<file path="config.mk">
export PLATFORM = sky130hd
export DESIGN_NAME = gate_edge_stamp
export DESIGN_NICKNAME = d
export VERILOG_FILES = /design/src/rtl/gate_edge_stamp.sv
export SDC_FILE = /design/constraint.sdc
export NUM_CORES = 1
export LEC_CHECK = 0
export BUFFER_PORTS_ARGS = -buffer_cell sky130_fd_sc_hd__buf_2
export CAP_MARGIN = 30
export CORE_MARGIN = 2
export CORE_UTILIZATION = 30
export DETAILED_ROUTE_END_ITERATION = 10
export HOLD_SLACK_MARGIN = 0.15
export PLACE_DENSITY = 0.51
export SLEW_MARGIN = 20
export SYNTH_ARGS = -nofsm -noshare
export SYNTH_HDL_FRONTEND = slang
export SYNTH_SLANG_ARGS = --single-unit
</file>
<file path="constraint.sdc">
create_clock -name clk -period 3.5 [get_ports clk]
set_clock_uncertainty 0.2 [all_clocks]
set_input_delay 0.35 -clock clk [delete_from_list [all_inputs] [get_ports clk]]
set_output_delay 0.35 -clock clk [all_outputs]
set_load 0.01 [all_outputs]
</file>
<file path="src/rtl/gate_edge_stamp.sv">
module gate_edge_stamp #(
  parameter int NCH = 6,
  parameter int SUBSTEPS = 80,
  localparam int TSW = (SUBSTEPS > 1) ? $clog2(SUBSTEPS) : 1,
  localparam int CHW = (NCH > 1) ? $clog2(NCH) : 1
) (
  input  logic           clk,
  input  logic           rst_n,
  input  logic           step_strobe,
  input  logic           oversample_en,
  input  logic [NCH-1:0] gate_in,
  output logic           ev_valid,
  output logic [CHW-1:0] ev_chan,
  output logic           ev_level,
  output logic [TSW-1:0] ev_stamp
);

  localparam logic [TSW-1:0] LAST  = TSW'(SUBSTEPS - 1);
  localparam logic [TSW-1:0] FIRST = (SUBSTEPS > 1) ? TSW'(1) : '0;

  logic [NCH-1:0] sync_a, sync_b, prev_lvl, edge_vec;
  logic [TSW-1:0] cnt, pos;
  logic           look, edge_any;
  logic [CHW-1:0] pick;

  logic           cap_hit, cap_lvl;
  logic [CHW-1:0] cap_ch;
  logic [TSW-1:0] cap_ts;

  always_ff @(posedge clk) begin
    if (!rst_n) begin
      sync_a   <= '0;
      sync_b   <= '0;
      prev_lvl <= '0;
    end else begin
      sync_a <= gate_in;
      sync_b <= sync_a;
      if (look) prev_lvl <= sync_b;
    end
  end

  assign look     = oversample_en || step_strobe;
  assign edge_vec = look ? (sync_b ^ prev_lvl) : '0;
  assign edge_any = |edge_vec;
  assign pos      = step_strobe ? '0 : cnt;

  always_comb begin
    pick = '0;
    for (int i = NCH - 1; i >= 0; i--)
      if (edge_vec[i]) pick = CHW'(i);
  end

  always_ff @(posedge clk) begin
    if (!rst_n) cnt <= '0;
    else if (step_strobe) cnt <= FIRST;
    else if (cnt != LAST) cnt <= cnt + 1'b1;
  end

  always_ff @(posedge clk) begin
    if (!rst_n) begin
      cap_hit <= 1'b0;
      cap_ch  <= '0;
      cap_lvl <= 1'b0;
      cap_ts  <= '0;
    end else if (step_strobe || (!cap_hit && edge_any)) begin
      cap_hit <= edge_any;
      cap_ch  <= edge_any ? pick : '0;
      cap_lvl <= edge_any ? sync_b[pick] : 1'b0;
      cap_ts  <= edge_any ? pos : '0;
    end
  end

  always_ff @(posedge clk) begin
    if (!rst_n) begin
      ev_valid <= 1'b0;
      ev_chan  <= '0;
      ev_level <= 1'b0;
      ev_stamp <= '0;
    end else if (step_strobe) begin
      ev_valid <= cap_hit;
      ev_chan  <= cap_ch;
      ev_level <= cap_lvl;
      ev_stamp <= cap_ts;
    end
  end

  a_r4_hold_between_strobes: assert property (@(posedge clk) disable iff (!rst_n)
    !step_strobe |=> $stable({ev_valid, ev_chan, ev_level, ev_stamp}));

  a_r5_idle_fields_zero: assert property (@(posedge clk) disable iff (!rst_n)
    !ev_valid |-> (ev_chan == '0 && !ev_level && ev_stamp == '0));

  a_r3_first_edge_kept: assert property (@(posedge clk) disable iff (!rst_n)
    (cap_hit && !step_strobe) |=> (cap_hit && $stable({cap_ch, cap_lvl, cap_ts})));

  a_r8_counter_saturates: assert property (@(posedge clk) disable iff (!rst_n)
    (!step_strobe && cnt == LAST) |=> cnt == LAST);

  a_r9_no_capture_when_off: assert property (@(posedge clk) disable iff (!rst_n)
    (!oversample_en && !step_strobe) |=> $stable({cap_hit, cap_ch, cap_lvl, cap_ts}));

  a_r10_strobe_edge_stamp_zero: assert property (@(posedge clk) disable iff (!rst_n)
    (step_strobe && edge_any) |=> (cap_hit && cap_ts == '0));

endmodule

</file>
Yosys cells after proc, flatten, opt, wreduce, memory -nomap -nowiden:

Index checks and enable logic that the tools add are counted.

* word-level logic and storage cells: 40
* bits in latches: 0
* output and inout port bits: 12
* register bits: 49
* input port bits: 10
* memories kept: 0
* bits in read-only memories: 0
* memory bits (writable): 0

* bitwise logic cells: 2
* multipliers: 0
* divide/modulo/power cells: 0
* magnitude comparators: 1
* equal/unequal tests: 1
* reduce and logical (&&, ||, !) cells: 7
* shift operators: 0
* mux-type cells: 15
* add/subtract/negate cells: 1

Operators by type and width (count)
* $mux W3: 7
* $mux W7: 2
* $add A7 B1 Y7 const B: 1
* $ne A7 B7 Y1 const B: 1
* $mux W6: 1
* $reduce_or A6 Y1: 1
* $xor A6 B6 Y6: 1
* $lt A3 B4 Y1 const B: 1
* $mux W1: 4
* $bmux W1 S3: 1
* $logic_or A1 B1 Y1: 2
* $reduce_bool A2 Y1: 1
* $reduce_or A2 Y1: 1
* $logic_and A1 B1 Y1: 1
* $logic_not A1 Y1: 1
* $not A1 Y1: 1

Logic depth before layout (Yosys ltp):

* word-level depth: 11
* gate-level depth with buffers: 7
* depth with buffers taken out: 6

Worst setup path after synthesis:

OpenSTA, ideal clock, no wires.

* kind: input port to flip-flop
* start: input port step_strobe
* end: register cap_lvl
* required time: 3.180 ns
* path slack: 1.594 ns
* stages: 7
* buffers on the path: 2
* data arrival time: 1.587 ns
* library setup time: 0.120 ns
* cell sequence: buf_6 > or2_1 > buf_6 > and3_1 > a32o_1 > nor4b_1 > a211o_1

* cells in the longest elaborated chain, start to end: 11
* elaborated cells between the ends (all ways): 14
* classes of those cells: mux (10); reduce/logical (4)

RTL lines
* start, declared: line 9 `input logic step_strobe,`
* $logic_or A1 B1 Y1: line 42 `assign look = oversample_en || step_strobe;`
* $mux W6: line 43 `assign edge_vec = look ? (sync_b ^ prev_lvl) : '0;`
* $mux W3 (6 in series): line 50 `if (edge_vec[i]) pick = CHW'(i);`
* $bmux W1 S3: line 68 `cap_lvl <= edge_any ? sync_b[pick] : 1'b0;`
* $mux W1 (not written as such): line 68
* $mux W1: line 68
* end signal, assigned: line 68
* end, declared: line 26 `logic cap_hit, cap_lvl;`

Several ways; a longest one is shown, not always the timed one. The select of a mux whose other input is x is not followed.
A chain may end at the register's enable or synchronous reset.

Worst setup path in the final report:

Same ends and word-level chain as after synthesis.

==> out/metrics.cfg <==
[logic_synthesis]
synth.most_common_cell=dfxtp_1
synth-seq-cells=49
synth_largest_area_cell=dfxtp_1
yosys_warnings=0
ys_async_sr_fraction_pct=0
syn-num-nets=203
synth_area_um2=1950
netlist-cell-type-count=35
synth_edf_count=0
synth_common_cells=dfxtp_1 (49), mux2i_1 (15), nand2_1 (15)
netlist_top_cells_area=dfxtp_1 (50%), mux2i_1 (7.7%), and2_1 (4.2%)
synthesis.instances=192
ys_dominant_reg_cell=dfxtp_1
synth_largest_type_area_fraction_pct=50.3
synth_seq_area_share_pct=50.3
syn-mean-instance-area_um2=10.2

[timing]
max_clock_freq_mhz=477
finalHoldViolations=0
final-max-slew-violation-count=0
timing.final.crit_period_ps=2100
hold-worst-slack_ps=232
grt_setup_unrepaired=false
max-slew-margin-rel_pct=58.6
period_share_pct=59.9
fin_setup_tns_ps=0
setup-violations-final=0
tightest_slew_ps=619
timing.final.ws_setup_ps=1400

[route]
route.vias.total=1361
routed_wire_length_per_instance_um=12.2
drt_first_iter_violations=89
antenna_left=0
detail_route.drc_violations=0
detail_route.first_pass.iterations=4
totalWireLength_mm=3.63
number_of_vias_per_cell=4.58

[cts]
cts.repair.resized=0
clockBufferDepth=2
tritoncts=yes
clock_tree.htree_level_count=2
clk_root_buffer_cell=clkbuf_8
cts_buffers=5
worst_setup_hold_path_clk_slew_ps=90
clk_lat_worst_skew_ps=300
clock_sink_count=49

[floorplan]
die_height_um=84.7
core_area_um2=6310
die_w_um=84.7
io_pins=22
start_util_pct=30.9
row_count=29
area_of_the_die_um2=7170

[critical_path]
timing.critical_path.to_type=register
timing.critical_path.slowest_cell_delay_ps=420
crit_chain=buf_2, or2_1, nand3_1, o311ai_0, nor4b_1, a211o_1
critPathLaunchType=input port
reg2regPathDepth=5
crit_path_max_fanout=18
criticalPathCategory=in -> reg
critical-path-slowest-cell=o311ai_0
critPathArrivalTime_ps=2090
critPathRequiredTime_ps=3500

[pwr]
peakVddDrop_v=0.000175
pwr-share-clk_pct=37.5
p_int_uw=856
power_density_nw_per_um2=484
p_switching_uw=253
leakagePower_nw=0.925
power.share.sequential_pct=53.1
sw_frac_of_total_pct=22.8
p_comb_share_pct=9.3

[placed_design]
pre_cts_slack_ps=1080
io_buffer_count=21
detailed_place_hpwl_mm=2.48
place.gp.congestion=0.896

[global_route]
largest_net_degree_at_the_start_of_global_routing=40
grtUsageTotal_pct=10.8
first_global_vias=1269
initial_antenna_violation_count=0
grt_first_pass_wirelength_mm=6.25
grt_remaining_overflow=0

[layout]
fin_nets=230
insertedDiodeCount=0
layout-drive-gt1-share_pct=15.0
flow.area_growth_from_synthesis_pct=17.4

[status]
run_status=finished, final reports clean

[min_path]
worstHoldPathCells=1
min-delay-path-class=reg -> reg

[job]
drv.max_cap_violation_count=0

==> critical path, delay by kind of cell <==
kind                   cells  cell delay, ps
AND/OR/NAND/NOR            3             670
AO/OA/AOI/OAI              2             690
buffers and inverters      1             370
==> through the flow <==
step / instance area, um^2 / instances / total power, mW / util, %
2_1_floorplan: 1950 / 192 / 0.676 / -
3_3_place_gp: 2120 / 283 / 0.701 / 33.5
3_5_place_dp: 2120 / 283 / 0.701 / 33.5
4_1_cts: 2290 / 297 / 1.13 / 36.3
5_1_grt: 2290 / 297 / 1.16 / 36.3
6_report: 2290 / 297 / 1.11 / 36.3
==> layer usage <==
| layer | wire (um) | vias up | share of wire (%) | track usage (%) |
|---|---|---|---|---|
| li1 | - | 721 | - | - |
| met1 | 1930 | 605 | 53 | 15.9 |
| met2 | 1530 | 33 | 42 | 15.2 |
| met3 | 148 | 2 | 4.1 | 2.56 |
| met4 | 24 | 0 | 0.66 | 3.90 |
| met5 | 0 | - | 0 | 0 |
==> cell usage in the layout (no fill, tap or decap), types with 2 or more instances in the layout <==
master,count
dfxtp_1,49
o311ai_0,2
nor2_1,11
a22o_1,7
a21boi_0,7
a32o_1,2
nand3_1,6
xnor2_1,7
and3_1,3
nor2b_1,13
nand2b_1,2
a21oi_1,4
clkbuf_8,6
nand2_1,15
dlygate4sd3_1,6
buf_2,21
and2_1,13
xor2_1,7
mux2i_1,15
o21ai_0,5
==> sequential cells by signal, indices dropped and copies added, names as in the netlist <==
register / flops
cnt: 7
cap_hit: 1
ev_valid: 1
cap_ch: 3
sync_b: 6
ev_level: 1
ev_chan: 3
sync_a: 6
cap_ts: 7
ev_stamp: 7
cap_lvl: 1
prev_lvl: 6
==> cell type report <==
| cell class | instances | area [um^2] |
|---|---|---|
| clock buffer | 7 | 86.3 |
| clock inverter | 1 | 30.0 |
| fill | 659 | 4020 |
| multi-input combinational | 135 | 926 |
| sequential | 49 | 981 |
| tap | 77 | 96.3 |
| timing repair buffer | 28 | 173 |
==> repair_timing <==
action                                 in CTS  in global routing
endpoints found under the hold margin       6                  0
hold buffers                                6                  0
setup buffers                               0                  0
==> cell families (layout without fill, tap and decap cells) <==
logic type      count (synthesis)  in the layout  share of synthesized area [%]
buf+inv                         8             36                           2.31
flops                          49             49                           50.3
simple gates                   71             71                           19.5
xor+xnor                       14             14                           6.28
compound gates                 34             34                           13.3
mux                            15             15                           7.69
fa+ha+maj                       1              1                          0.641
==> power by group through the flow <==
stage	clock, mW	sequential [mW]	combinational (mW)
after floorplan	0	0.600	0.0762
after global placement	0	0.603	0.0987
after detailed placement	0	0.603	0.0987
after CTS	0.434	0.590	0.104
after global routing	0.453	0.592	0.116
final	0.416	0.589	0.103
==> final timing paths <==
kind | start | end | slack [ps]
worst min-delay path | sync_a[1] | sync_b[1] | 230
worst max-delay path | step_strobe | cap_lvl | 1400
worst min register to register | sync_a[1] | sync_b[1] | 230
worst max register to register | sync_b[2] | cap_lvl | 1450
Note: power is estimated with default switching activity, not from simulation.
